### src/rtl/pmcs_pkg.sv
package pmcs_pkg;
  localparam logic [1:0] PS_D0    = 2'b00;
  localparam logic [1:0] PS_D3HOT = 2'b11;

  localparam int BIT_NSR    = 3;
  localparam int BIT_WK_EN  = 8;
  localparam int BIT_WK_ST  = 15;

  function automatic logic ps_code_legal(input logic [1:0] code);
    return (code == PS_D0) || (code == PS_D3HOT);
  endfunction
endpackage

### src/rtl/pmcs_cfg_port.sv
module pmcs_cfg_port #(
  parameter int          ADDR_W     = 8,
  parameter int          DATA_W     = 16,
  parameter logic [7:0]  REG_OFFSET = 8'h74
) (
  input  logic                clk,
  input  logic                rst,
  input  logic                blk_wr,
  input  logic [ADDR_W-1:0]   cfg_addr,
  input  logic                cfg_wr,
  input  logic                cfg_rd,
  input  logic [DATA_W/8-1:0] cfg_be,
  input  logic [DATA_W-1:0]   reg_image,
  output logic [DATA_W/8-1:0] lane_wr,
  output logic [DATA_W-1:0]   cfg_rdata
);
  localparam int LANES = DATA_W / 8;

  logic hit;
  assign hit = (cfg_addr == ADDR_W'(REG_OFFSET));

  genvar g;
  generate
    for (g = 0; g < LANES; g++) begin : g_lane
      assign lane_wr[g] = cfg_wr & hit & cfg_be[g] & ~blk_wr;
    end
  endgenerate

  always_ff @(posedge clk) begin
    if (rst)                cfg_rdata <= '0;
    else if (cfg_rd && hit) cfg_rdata <= reg_image;
    else                    cfg_rdata <= '0;
  end

  // a cycle without a read leaves the read bus at zero
  a_r13_idle_zero: assert property (@(posedge clk) disable iff (rst)
    !cfg_rd |=> (cfg_rdata == '0));
  // no write lane fires for a foreign address
  a_r12_foreign_nowr: assert property (@(posedge clk) disable iff (rst)
    (cfg_addr != ADDR_W'(REG_OFFSET)) |-> (lane_wr == '0));
endmodule

### src/rtl/pmcs_pstate.sv
module pmcs_pstate (
  input  logic       clk,
  input  logic       rst,
  input  logic       flr,
  input  logic       lane_wr,
  input  logic [1:0] ps_wdata,
  output logic [1:0] ps_q,
  output logic       io_dec_en,
  output logic       mem_dec_en,
  output logic       irq_en
);
  import pmcs_pkg::*;

  logic [1:0] ps_nxt;

  always_comb begin
    ps_nxt = ps_q;
    if (flr)                                    ps_nxt = PS_D0;
    else if (lane_wr && ps_code_legal(ps_wdata)) ps_nxt = ps_wdata;
  end

  always_ff @(posedge clk) begin
    if (rst) begin
      ps_q       <= PS_D0;
      io_dec_en  <= 1'b1;
      mem_dec_en <= 1'b1;
      irq_en     <= 1'b1;
    end else begin
      ps_q       <= ps_nxt;
      io_dec_en  <= (ps_nxt != PS_D3HOT);
      mem_dec_en <= (ps_nxt != PS_D3HOT);
      irq_en     <= (ps_nxt != PS_D3HOT);
    end
  end

  // unlisted state codes leave the field untouched
  a_r2_bad_code_ignored: assert property (@(posedge clk) disable iff (rst)
    (lane_wr && !flr && !ps_code_legal(ps_wdata)) |=> $stable(ps_q));
  // function-level reset lands in D0
  a_r9_flr_d0: assert property (@(posedge clk) disable iff (rst)
    flr |=> (ps_q == PS_D0));
  // low-power state closes every gate
  a_r11_gates_shut: assert property (@(posedge clk) disable iff (rst)
    (ps_q == PS_D3HOT) |-> (!io_dec_en && !mem_dec_en && !irq_en));
endmodule

### src/rtl/pmcs_wake.sv
module pmcs_wake (
  input  logic clk,
  input  logic rst,
  input  logic wake_off,
  input  logic lane_wr,
  input  logic en_wdata,
  input  logic st_wdata,
  input  logic wake_evt,
  output logic en_q,
  output logic st_q,
  output logic wake_req
);
  logic en_nxt, st_nxt;

  always_comb begin
    en_nxt = en_q;
    st_nxt = st_q;
    if (wake_off) begin
      en_nxt = 1'b0;
      st_nxt = 1'b0;
    end else begin
      if (lane_wr) en_nxt = en_wdata;
      if (wake_evt)                  st_nxt = 1'b1;
      else if (lane_wr && st_wdata)  st_nxt = 1'b0;
    end
  end

  always_ff @(posedge clk) begin
    if (rst) begin
      en_q     <= 1'b0;
      st_q     <= 1'b0;
      wake_req <= 1'b0;
    end else begin
      en_q     <= en_nxt;
      st_q     <= st_nxt;
      wake_req <= en_nxt & st_nxt;
    end
  end

  // an event beats a same-cycle clear
  a_r6_evt_wins: assert property (@(posedge clk) disable iff (rst)
    (wake_evt && !wake_off) |=> st_q);
  // disabled wake support forces the pair low
  a_r8_forced_low: assert property (@(posedge clk) disable iff (rst)
    wake_off |=> (!st_q && !en_q && !wake_req));
  // status holds without an event or a clearing write
  a_r5_status_holds: assert property (@(posedge clk) disable iff (rst)
    (!wake_off && !wake_evt && !(lane_wr && st_wdata)) |=> (st_q == $past(st_q)));
  // full reset empties the pair
  a_r10_full_clear: assert property (@(posedge clk)
    rst |=> (!st_q && !en_q && !wake_req));
endmodule

### src/rtl/pmcs_unit.sv
module pmcs_unit #(
  parameter int         ADDR_W     = 8,
  parameter int         DATA_W     = 16,
  parameter int         MODE_W     = 8,
  parameter logic [7:0] REG_OFFSET = 8'h74,
  parameter logic [7:0] WAKE_OFF   = 8'h01
) (
  input  logic                clk,
  input  logic                rst,
  input  logic                flr,
  input  logic [MODE_W-1:0]   class_mode,
  input  logic [ADDR_W-1:0]   cfg_addr,
  input  logic                cfg_wr,
  input  logic                cfg_rd,
  input  logic [DATA_W/8-1:0] cfg_be,
  input  logic [DATA_W-1:0]   cfg_wdata,
  output logic [DATA_W-1:0]   cfg_rdata,
  input  logic                wake_evt,
  output logic                wake_req,
  output logic                io_dec_en,
  output logic                mem_dec_en,
  output logic                irq_en
);
  import pmcs_pkg::*;

  localparam int LANES = DATA_W / 8;

  logic [LANES-1:0]  lane_wr;
  logic [1:0]        ps_q;
  logic              en_q, st_q;
  logic              wake_off;
  logic [DATA_W-1:0] reg_image;

  assign wake_off = (class_mode == MODE_W'(WAKE_OFF));

  always_comb begin
    reg_image            = '0;
    reg_image[1:0]       = ps_q;
    reg_image[BIT_NSR]   = 1'b1;
    reg_image[BIT_WK_EN] = en_q;
    reg_image[BIT_WK_ST] = st_q;
  end

  pmcs_cfg_port #(
    .ADDR_W(ADDR_W), .DATA_W(DATA_W), .REG_OFFSET(REG_OFFSET)
  ) u_port (
    .clk(clk), .rst(rst), .blk_wr(flr),
    .cfg_addr(cfg_addr), .cfg_wr(cfg_wr), .cfg_rd(cfg_rd), .cfg_be(cfg_be),
    .reg_image(reg_image), .lane_wr(lane_wr), .cfg_rdata(cfg_rdata)
  );

  pmcs_pstate u_ps (
    .clk(clk), .rst(rst), .flr(flr),
    .lane_wr(lane_wr[0]), .ps_wdata(cfg_wdata[1:0]),
    .ps_q(ps_q), .io_dec_en(io_dec_en), .mem_dec_en(mem_dec_en), .irq_en(irq_en)
  );

  pmcs_wake u_wake (
    .clk(clk), .rst(rst), .wake_off(wake_off),
    .lane_wr(lane_wr[BIT_WK_EN/8]),
    .en_wdata(cfg_wdata[BIT_WK_EN]), .st_wdata(cfg_wdata[BIT_WK_ST]),
    .wake_evt(wake_evt),
    .en_q(en_q), .st_q(st_q), .wake_req(wake_req)
  );

  // request tracks the stored pair
  a_r7_req_pair: assert property (@(posedge clk) disable iff (rst)
    wake_req == (st_q && en_q));
  // function-level reset keeps the wake pair
  a_r9_pair_kept: assert property (@(posedge clk) disable iff (rst)
    (flr && !wake_off && !wake_evt) |=> (en_q == $past(en_q) && st_q == $past(st_q)));
endmodule

### config.mk
export PLATFORM = sky130hd
export DESIGN_NAME = pmcs_unit
export DESIGN_NICKNAME = d
export VERILOG_FILES = /design/src/rtl/pmcs_pkg.sv /design/src/rtl/pmcs_cfg_port.sv /design/src/rtl/pmcs_pstate.sv /design/src/rtl/pmcs_wake.sv /design/src/rtl/pmcs_unit.sv
export SDC_FILE = /design/constraint.sdc
export NUM_CORES = 1
export LEC_CHECK = 0
export BUFFER_PORTS_ARGS = -buffer_cell sky130_fd_sc_hd__buf_2
export CORE_MARGIN = 2
export CORE_UTILIZATION = 36
export CTS_CLUSTER_DIAMETER = 100
export DETAILED_ROUTE_END_ITERATION = 10
export PLACE_DENSITY = 0.82
export SLEW_MARGIN = 20
export SYNTH_ARGS = -nofsm -noshare
export SYNTH_HDL_FRONTEND = slang
export SYNTH_SLANG_ARGS = --single-unit
### constraint.sdc
create_clock -name clk -period 1.5 [get_ports clk]
set_clock_uncertainty 0.1 [all_clocks]
set_input_delay 0.075 -clock clk [delete_from_list [all_inputs] [get_ports clk]]
set_output_delay 0.075 -clock clk [all_outputs]
set_load 0.02 [all_outputs]
======== Word level (Yosys, flattened, before mapping) ========
Index checks and enable logic that the tools add are counted.
storage, ports and cells
  word-level logic and storage cells ...... 33
  output and inout bits ................... 20
  register bits ........................... 22
operators by class
  bitwise gates (word level) .............. 8
  reduce and logical (&&, ||, !) cells .... 6
  multiplexer cells ....................... 8
  equality and inequality tests ........... 4
operator list
  cell                  count
  $eq A8 B1 Y1 const B  1
  $eq A8 B7 Y1 const B  1
  $and A1 B1 Y1         6
  $mux W1               5
  $mux W2               2
  $mux W4               1
  $logic_and A1 B1 Y1   3
  $eq A2 B2 Y1 const B  1
  $logic_not A2 Y1      1
  $ne A2 B2 Y1 const B  1
  $not A1 Y1            2
  $reduce_or A2 Y1      1
  $logic_or A1 B1 Y1    1

======== Longest topological paths before layout ========
Gate-level depths: netlist (run 1).
  depth after elaboration ................. 9
  depth in mapped cells ................... 4
  gate-level depth less buffers ........... 4

======== Cells and area by module ========
From an unflattened synthesis (run 1), not the netlist that was laid out.
second synthesis, totals
  cell total of the unflattened synthesis .. 87
  area total of the unflattened synthesis .. 917.1 um^2
by module, submodules not included
  module         sequential area each (um^2)  cells each  times used  area an instance (um^2)
  pmcs_cfg_port  320.3                        60          1           639.4
  pmcs_pstate    60.1                         13          1           138.9
  pmcs_wake      60.1                         9           1           111.4
  pmcs_unit      0.0                          5           1           27.5

======== Worst setup path before layout (run 1) ========
Ideal clock, no wire load.
  path kind ............................... input-to-reg
  start ................................... in cfg_addr[1]
  end ..................................... reg u_ps.io_dec_en
  setup slack ............................. 0.467 ns
  data required time ...................... 1.331 ns
  arrival ................................. 0.865 ns
  library setup time ...................... 0.069 ns
  stages on the path ...................... 4
  path through ............................ nor4b_4 > nand4_2 > and3_1 > o21ai_1
between the ends
  word-level cells in the longest chain between the ends .. 8
RTL lines
  element                      RTL line             RTL
  start, declared              pmcs_unit.sv:12      input logic [ADDR_W-1:0] cfg_addr,
  $eq A8 B7 Y1                 pmcs_cfg_port.sv:20  assign hit = (cfg_addr == ADDR_W'(REG_OFFSET));
  $and A1 B1 Y1 (3 in series)  pmcs_cfg_port.sv:25  assign lane_wr[g] = cfg_wr & hit & cfg_be[g] & ~blk_wr;
  $logic_and A1 B1 Y1          pmcs_pstate.sv:19    else if (lane_wr && ps_code_legal(ps_wdata)) ps_nxt = ps_wdata;
  $mux W2                      pmcs_pstate.sv:19
  $mux W2                      pmcs_pstate.sv:18    if (flr) ps_nxt = PS_D0;
  $ne A2 B2 Y1                 pmcs_pstate.sv:30    io_dec_en <= (ps_nxt != PS_D3HOT);
  end signal, assigned         pmcs_pstate.sv:30
  end, declared                pmcs_pstate.sv:8     output logic io_dec_en,
Every way passes these cells.
A chain may end at the register's enable or synchronous reset.

======== Worst setup path in the final report (run 1) ========
  start ................................... in cfg_wdata[0]
  end ..................................... reg u_ps.io_dec_en
between the ends
  word-level cells in the longest chain between the ends .. 6
  elaborated cells on any way between the ends .. 7
  those cells by class .................... eq/ne: 2; mux: 2; reduce/logical: 3
RTL lines
  element                                           RTL line           RTL
  start, declared                                   pmcs_unit.sv:16    input logic [DATA_W-1:0] cfg_wdata,
  $eq A2 B2 Y1 or $logic_not A2 Y1 (tied branches)  pmcs_pkg.sv:10     return (code == PS_D0) || (code == PS_D3HOT);
  $logic_or A1 B1 Y1                                pmcs_pkg.sv:10
  $logic_and A1 B1 Y1                               pmcs_pstate.sv:19
  $mux W2 *                                         pmcs_pstate.sv:19
  $mux W2 *                                         pmcs_pstate.sv:18
  $ne A2 B2 Y1 *                                    pmcs_pstate.sv:30
Mark *: on every way between the ends. The rest lies on a longest branch, timed or not.

==> qor.log, run 1 <==
INFO  global_routing grt_start_max_net_pins=7
INFO  floorplanning  top_level_ports=60
INFO  hold_path      worst_hold_path.num_cells=3
INFO  detailed_routing iteration_0_drc_count_of_the_detailed_router=1
INFO  clocking       worst_skew_pair.late_latency=0.26ns
INFO  yosys          synthCells=62
INFO  clocking       post_cts_resized=0
INFO  worst_setup_path worstPathMaxFanout=5
INFO  floorplanning  die_area=0.00193mm²
INFO  global_routing grt_first_pass_wirelength=1.74mm
INFO  clocking       cts-root-buf=sky130_fd_sc_hd__clkbuf_4
INFO  pwr            post-layout-total-power=0.581mW
INFO  worst_setup_path cp.required=1.59ns
INFO  finish         ff_latch_area=220µm²
INFO  detailed_routing vias_per_cell=4.51
INFO  placement      final_hpwl_from_detailed_placement=973µm
INFO  timing         setup_viol=0
INFO  yosys          post-synth-top-area-cell=sky130_fd_sc_hd__dfxtp_1
INFO  clocking       clock_tree.htree_level_count=1
INFO  floorplanning  design.core.area=0.00151mm²
INFO  hold_path      worstHoldEndpoint=u_ps.ps_q[1]
INFO  flow_run       cap_viol_max_count=0
INFO  worst_setup_path worst_path_largest_cell_delay=0.53ns
INFO  worst_setup_path crit-reg2reg-launch=u_wake.st_q
INFO  pwr            pwr_density_cell=743mW/mm²
INFO  global_routing initial_antenna_violation_count=0
INFO  yosys          yosys_top_cell_area_share=38.3%
INFO  run_status     status=completed
INFO  yosys          syn-cell-area=576µm²
INFO  yosys          synthTopCellsByArea=sky130_fd_sc_hd__dfxtp_1 (38%), sky130_fd_sc_hd__buf_4 (17%), sky130_fd_sc_hd__and2_1 (4.3%)
INFO  detailed_routing drt_pass1_iterations=3
INFO  hold_path      hold_path_startpoint=cfg_wdata[1]
INFO  timing         rsz_0062_raised_after_global_routing=false
INFO  finish         diodes=0
INFO  global_routing grt_pass1_vias=450
INFO  hold_path      worst_hold_path_type=input port to flip-flop
INFO  pwr            worst_ir_drop_vdd=0.000232V
INFO  finish         post_route_cells_drive_above_1_share=41.7%
INFO  placement      placed_cells=111
INFO  detailed_routing postRouteWirelength=1.16mm
INFO  detailed_routing detail_route.drc_violations=0
INFO  worst_setup_path critical_path.cell_chain=dlygate4sd3_1, buf_2, xnor2_1, nand4_2, and3_1, o21ai_1
INFO  clocking       tritoncts.num_buffers=3
INFO  floorplanning  row_count=14
INFO  timing         maxSlewViolCount=0
INFO  clocking       cts_buffer_depth=2
INFO  placement      routabilityCongestion=0.630
INFO  finish         finish.cell_count_without_fillers=119
INFO  detailed_routing detail_route.wl_per_cell=9.75µm
INFO  timing         max_freq=0.735GHz
INFO  worst_setup_path reg_to_reg_endpoint=u_wake.st_q
INFO  clocking       cts_tree=yes
INFO  timing         finalHoldViolCount=0
INFO  worst_setup_path crit_path_start_kind=input port
INFO  finish         multi_input_area=292µm²
INFO  timing         post-route-min-period=1.36ns
INFO  timing         final.setup.tns=0ns
INFO  placement      port_buffers=36
INFO  worst_setup_path path_class=input port to flip-flop
INFO  clocking       cts.reportedPaths.clkPinSlew=0.06ns
INFO  detailed_routing antenna_violating_nets_post_route=0
INFO  global_routing grt_use_total=12.6%
INFO  yosys          synth-warning-count=0
INFO  worst_setup_path rr_worst_depth=3
INFO  worst_setup_path r2r_setup_slack=0.47ns
INFO  timing         worst_hold_slack=0.00720ns
INFO  finish         layout.nets=144
INFO  yosys          number_of_storage_elements_in_the_synthesis_netlist=11
INFO  finish         fill_cells=159
INFO  worst_setup_path crit_path_arrival_time=1.45ns
INFO  global_routing grt-ovfl-total=0
INFO  yosys          synth_area_per_cell=9.28µm²
INFO  detailed_routing via_count=537
INFO  floorplanning  floorplan.initialDensity=38.2%
INFO  yosys          yosys.cell_types.count=27
INFO  finish         areaGrowthSynthToFinish=35.9%
INFO  worst_setup_path slowest_stage=sky130_fd_sc_hd__dlygate4sd3_1
INFO  floorplanning  die_height=44.0µm
INFO  yosys          synth_seq_area_share=38.3%
INFO  timing         share_of_the_clock_period_used_by_the_worst_path=90.6%
INFO  clocking       numClockSinks=11
INFO  worst_setup_path critical_path.endpoint_type=flip-flop
INFO  pwr            cellLeakagePower=0.417nW
INFO  floorplanning  floorplan.die.width=44.0µm
==> cells in the final DEF, fill, tap and decap left out <==
cell type                       instances
sky130_fd_sc_hd__nor2_1                 5
sky130_fd_sc_hd__clkbuf_1               1
sky130_fd_sc_hd__and4_2                 1
sky130_fd_sc_hd__and4b_2                1
sky130_fd_sc_hd__nor4_1                 1
sky130_fd_sc_hd__o21ai_1                1
sky130_fd_sc_hd__dlygate4sd3_1          4
sky130_fd_sc_hd__and3_1                 1
sky130_fd_sc_hd__dfxtp_1               11
sky130_fd_sc_hd__nor2b_1                2
sky130_fd_sc_hd__a31oi_1                1
sky130_fd_sc_hd__o21ai_0                1
sky130_fd_sc_hd__a21oi_1                1
sky130_fd_sc_hd__mux2i_1                2
sky130_fd_sc_hd__and4b_1                2
sky130_fd_sc_hd__nand4_2                1
sky130_fd_sc_hd__and3b_1                1
sky130_fd_sc_hd__or3_1                  1
sky130_fd_sc_hd__nand3_1                1
sky130_fd_sc_hd__nor3_1                 1
sky130_fd_sc_hd__buf_2                 36
sky130_fd_sc_hd__nor4b_4                1
sky130_fd_sc_hd__nand4_1                1
sky130_fd_sc_hd__conb_1                11
sky130_fd_sc_hd__inv_1                  1
sky130_fd_sc_hd__clkbuf_4               3
sky130_fd_sc_hd__xnor2_1                1
sky130_fd_sc_hd__and2_1                 4
sky130_fd_sc_hd__nand2_1                4
sky130_fd_sc_hd__a21boi_0               1
==> cell usage after synthesis <==
master and count:
sky130_fd_sc_hd__conb_1 1, sky130_fd_sc_hd__nor2_1 5, sky130_fd_sc_hd__and4b_1 2, sky130_fd_sc_hd__nand3_1 1
sky130_fd_sc_hd__dfxtp_1 11, sky130_fd_sc_hd__nand4_2 1, sky130_fd_sc_hd__nor2b_1 2, sky130_fd_sc_hd__nand2_1 4
sky130_fd_sc_hd__nor3_1 1, sky130_fd_sc_hd__buf_4 13, sky130_fd_sc_hd__nand4_1 1, sky130_fd_sc_hd__a21oi_1 1
sky130_fd_sc_hd__and3_1 1, sky130_fd_sc_hd__or3_1 1, sky130_fd_sc_hd__a31oi_1 1, sky130_fd_sc_hd__and2_1 4
sky130_fd_sc_hd__and4b_2 1, sky130_fd_sc_hd__inv_1 1, sky130_fd_sc_hd__a21boi_0 1, sky130_fd_sc_hd__o21ai_0 1
sky130_fd_sc_hd__xnor2_1 1, sky130_fd_sc_hd__nor4_1 1, sky130_fd_sc_hd__mux2i_1 2, sky130_fd_sc_hd__and3b_1 1
sky130_fd_sc_hd__and4_2 1, sky130_fd_sc_hd__nor4b_4 1, sky130_fd_sc_hd__o21ai_1 1
==> how the worst max path moves through the flow <==
stage / end / slack [ns] / depth (start not counted) / from
2_1_floorplan: u_ps.io_dec_en / 0.47 / 4 / cfg_addr[1]
3_3_place_gp: u_ps.io_dec_en / 0.27 / 5 / cfg_addr[1]
3_5_place_dp: u_ps.io_dec_en / 0.22 / 5 / cfg_addr[1]
4_1_cts: u_ps.io_dec_en / 0.14 / 6 / cfg_wdata[0]
5_1_grt: u_ps.io_dec_en / 0.07 / 6 / cfg_wdata[0]
6_report: u_ps.io_dec_en / 0.14 / 6 / cfg_wdata[0]
==> metrics by stage <==
step	worst slack, ns	instance area [µm²]	utilization, %
5_1_grt	0.0694	782	51.9
6_report	0.140	782	51.9
2_1_floorplan	0.467	613	-
3_3_place_gp	0.268	716	47.5
4_1_cts	0.139	782	51.9
3_5_place_dp	0.221	716	47.5
==> metal layers <==
layer	vias to the layer above	wire length, µm	GRT usage, %
li1	273	-	-
met1	231	434	12.2
met2	31	580	22.9
met3	2	130	4.17
met4	0	14	7.27
met5	-	0	0
==> cells by family after synthesis <==
group           count (synthesis)  share of synthesized area, %
other cells                     1                         0.652
xor+xnor                        1                          1.52
mux                             2                          3.48
flops                          11                          38.3
simple gates                   28                          33.5
buf+inv                        14                          17.6
compound gates                  5                          5.00
==> power by group <==
group | switching, mW | total [mW] | internal (mW) | leakage, nW
registers | 0.000920 | 0.295 | 0.294 | 0.0889
clock network | 0.0887 | 0.192 | 0.103 | 0.0150
logic | 0.0515 | 0.0944 | 0.0428 | 0.314
total | 0.141 | 0.581 | 0.440 | 0.417
==> repair_timing <==
item / CTS / global route
buffers inserted: 0 / 0
hold buffers: 4 / 0
endpoints found under the hold margin: 4 / 0
==> flip-flops by register name, summed over array words and instances (netlist names) <==
| register | flops |
|---|---|
| u_port.cfg_rdata | 5 |
| u_ps.io_dec_en | 1 |
| u_ps.ps_q | 2 |
| u_wake.en_q | 1 |
| u_wake.st_q | 1 |
| u_wake.wake_req | 1 |
==> worst max-delay path, delay by kind of cell <==
| family | cells | cell delay (ns) |
|---|---|---|
| AND/OR/NAND/NOR | 2 | 0.41 |
| buffers and inverters | 2 | 0.67 |
| AO/OA/AOI/OAI | 1 | 0.13 |
| XOR/XNOR | 1 | 0.17 |
==> final cells by class <==
type | count | area share, %
Clock buffer | 4 | 3.36
Tap cell | 16 | 2.56
Timing Repair Buffer | 40 | 28.2
Multi-Input combinational cell | 47 | 37.3
Sequential cell | 11 | 28.2
Inverter | 1 | 0.480
(Power assumes the default switching activity.)
==> run 2, diff against run 1 <==
Settings changed: ABC_AREA from default to 1, CORE_UTILIZATION 36 to 38, PLACE_DENSITY 0.82 to 0.83.
Clock period 1.5 ns to 1.7 ns, I/O delays scaled along.
==> run 2 against run 1 <==
Compared with the run above: core utilization up 1.7 points; synthesized cell count up 55%; count of clock-buffer cells in the layout unchanged; synthesized area up 11%; die area up 4.9%; cell area up 5.8%; sequential power down 12%; routed wire length up 15%; combinational power down 3.5%; global-route usage up 2.8 points.
==> qor.log, run 2 <==
INFO  detailed_routing drt_pass1_iterations=4 [+1]
INFO  timing         share_of_the_clock_period_used_by_the_worst_path=60.9%
INFO  detailed_routing detail_route.drc_violations=0 [unchanged]
INFO  floorplanning  design.core.area=0.00154mm² [+2.3%]
INFO  worst_setup_path crit_path_start_kind=input port
INFO  finish         areaGrowthSynthToFinish=29.1%
INFO  pwr            pwr_density_cell=638mW/mm² [-14%]
INFO  finish         largest_register_ffs=5 [unchanged]
INFO  pwr            cellLeakagePower=0.483nW [+16%]
INFO  hold_path      worst_hold_path_type=input port to flip-flop
INFO  timing         rsz_0062_raised_after_global_routing=false
INFO  global_routing grt_start_max_net_pins=7 [unchanged]
INFO  placement      final_hpwl_from_detailed_placement=1.14mm [+17%]
INFO  detailed_routing antenna_violating_nets_post_route=0 [unchanged]
INFO  floorplanning  top_level_ports=60 [unchanged]
INFO  yosys          yosys_top_cell_area_share=34.4% [-3.9 points]
INFO  clocking       worst_skew_pair.late_latency=0.27ns [about the same]
INFO  detailed_routing postRouteWirelength=1.33mm [+15%]
INFO  worst_setup_path path_class=input port to flip-flop
INFO  run_status     status=completed
INFO  flow_run       cap_viol_max_count=0 [unchanged]
INFO  global_routing grt-ovfl-total=0 [unchanged]
INFO  yosys          synth-warning-count=0 [unchanged]
INFO  yosys          synthTopCellsByArea=sky130_fd_sc_hd__dfxtp_1 (34%), sky130_fd_sc_hd__buf_4 (15%), sky130_fd_sc_hd__inv_1 (12%)
INFO  yosys          syn-cell-area=641µm² [+11%]
INFO  timing         setup_viol=0 [unchanged]
INFO  clocking       cts-root-buf=sky130_fd_sc_hd__clkbuf_4
INFO  finish         finish.cell_count_without_fillers=151 [+27%]
INFO  floorplanning  die_area=0.00203mm² [+4.9%]
INFO  timing         post-route-min-period=1.03ns
INFO  finish         reg_top3=u_port.cfg_rdata: 5 flops, u_ps.ps_q: 2 flops
INFO  yosys          synth_edf_count=0 [unchanged]
INFO  finish         layout.nets=176 [+22%]
INFO  clocking       cts_buffer_depth=2 [unchanged]
INFO  yosys          synth_area_per_cell=6.67µm² [-28%]
INFO  floorplanning  row_count=14 [unchanged]
INFO  yosys          post-synth-top-area-cell=sky130_fd_sc_hd__dfxtp_1
INFO  timing         max_freq=0.966GHz
INFO  detailed_routing via_count=660 [+23%]
INFO  placement      port_buffers=36 [unchanged]
INFO  detailed_routing vias_per_cell=4.37 [-3.1%]
INFO  yosys          netlist_top_cells_count=sky130_fd_sc_hd__inv_1 (20), sky130_fd_sc_hd__nor2_1 (19), sky130_fd_sc_hd__nand2_1 (14)
INFO  pwr            worst_ir_drop_vdd=0.000390V [+68%]
INFO  pwr            post-layout-total-power=0.528mW [-9.1%]
INFO  global_routing grt_use_total=15.4% [+2.8 points]
INFO  floorplanning  floorplan.die.width=45.1µm [+2.4%]
INFO  floorplanning  die_height=45.1µm [+2.4%]
INFO  yosys          synth.most_common_cell=sky130_fd_sc_hd__inv_1
INFO  floorplanning  floorplan.initialDensity=41.6% [+3.4 points]
INFO  timing         final.setup.tns=0ns [unchanged]
INFO  worst_setup_path worstPathMaxFanout=3 [-2]
INFO  clocking       cts_tree=yes
INFO  yosys          yosys.cell_types.count=16 [-41%]
INFO  timing         worst_hold_slack=0.0140ns [+0.00684 ns]
INFO  placement      placed_cells=145 [+31%]
INFO  clocking       numClockSinks=11 [unchanged]
INFO  clocking       tritoncts.num_buffers=3 [unchanged]
INFO  worst_setup_path cp.required=1.75ns [+0.16 ns]
INFO  timing         maxSlewViolCount=0 [unchanged]
INFO  placement      routabilityCongestion=0.694 [+10%]
INFO  yosys          async_set_or_reset_flop_fraction_in_the_synthesized_netlist=0% [unchanged]
INFO  finish         diodes=0 [unchanged]
INFO  finish         layout.cells.most_common=sky130_fd_sc_hd__buf_2
INFO  finish         post_route_cells_drive_above_1_share=33.3% [-8.4 points]
INFO  yosys          synthCells=96 [+55%]
INFO  finish         regMostFlops=u_port.cfg_rdata
INFO  clocking       postCtsSetupBuffers=0 [unchanged]
INFO  clocking       clock_tree.htree_level_count=1 [unchanged]
INFO  worst_setup_path critical_path.endpoint_type=flip-flop
INFO  finish         mostFrequentLayoutCells=sky130_fd_sc_hd__buf_2 (36), sky130_fd_sc_hd__inv_1 (20), sky130_fd_sc_hd__nor2_1 (19)
INFO  global_routing grt_first_pass_wirelength=2.23mm [+28%]
INFO  global_routing grt_pass1_vias=606 [+35%]
INFO  yosys          number_of_storage_elements_in_the_synthesis_netlist=11 [unchanged]
INFO  detailed_routing iteration_0_drc_count_of_the_detailed_router=13 [+12]
INFO  worst_setup_path crit_path_arrival_time=1.09ns [-0.36 ns]
INFO  yosys          ys_dominant_reg_cell=sky130_fd_sc_hd__dfxtp_1
INFO  global_routing initial_antenna_violation_count=0 [unchanged]
INFO  timing         finalHoldViolCount=0 [unchanged]
INFO  detailed_routing detail_route.wl_per_cell=8.81µm [-9.6%]
INFO  clocking       cts.reportedPaths.clkPinSlew=0.07ns [about the same]
INFO  yosys          synth_seq_area_share=34.4% [-3.9 points]
run 2: cell type report:
class	instances	area [µm²]
timing repair buffer	38	200
fill	164	714
inverter	20	75.1
tap	16	20.0
multi-input combinational	62	285
sequential	11	220
clock buffer	4	26.3
run 2: kinds of logic (layout without fill, tap and decap cells):
group | Yosys count | in the layout | synth area share [%]
buf+inv | 33 | 62 | 27.0
flops | 11 | 11 | 34.4
simple gates | 48 | 48 | 35.2
compound gates | 3 | 3 | 2.93
other cells | 1 | 11 | 0.585
run 2: worst paths after layout:
path                                    from                   to  slack, ns  cells after the start
worst max register to register  u_ps.ps_q[1]       u_ps.io_dec_en       0.83                      5
worst min register to register  u_ps.ps_q[1]  u_port.cfg_rdata[1]       0.35                      2
worst max-delay path                     rst       u_ps.io_dec_en       0.67                      6
worst min-delay path            cfg_wdata[1]         u_ps.ps_q[1]       0.01                      3
run 2: power breakdown:
part	switching (mW)	leakage, nW	internal (mW)	total (mW)
clock network	0.0853	0.0150	0.0909	0.176
registers	0.00136	0.0889	0.259	0.261
logic	0.0551	0.380	0.0360	0.0911
run 2: critical path: stages:
cell and delay [ns]:
sky130_fd_sc_hd__dlygate4sd3_1 0.52, sky130_fd_sc_hd__buf_2 0.14, sky130_fd_sc_hd__inv_1 0.07, sky130_fd_sc_hd__nand2_1 0.05
sky130_fd_sc_hd__a21oi_1 0.13, sky130_fd_sc_hd__nand3_1 0.09
run 2: what timing repair did:
item | in CTS | in global routing
setup endpoints to repair | 0 | 0
resized for setup | 0 | 0
hold buffers | 2 | 0
endpoints found under the hold margin | 3 | 0
run 2: per-stage QoR:
step                cell area (µm²)  setup slack (ns)  util [%]
global placement                781             0.624      50.6
floorplan                       678             0.801         -
CTS                             827             0.669      53.7
global route                    827             0.597      53.7
detailed placement              781             0.575      50.6
finish                          827             0.665      53.7
run 2: layer usage:
metal,vias up,part of all wire [%],track usage [%]
met2,35,50,28.9
met3,4,10,6.00
li1,340,-,-
met5,-,0,0
met4,0,1.7,7.06
met1,281,37,14.3
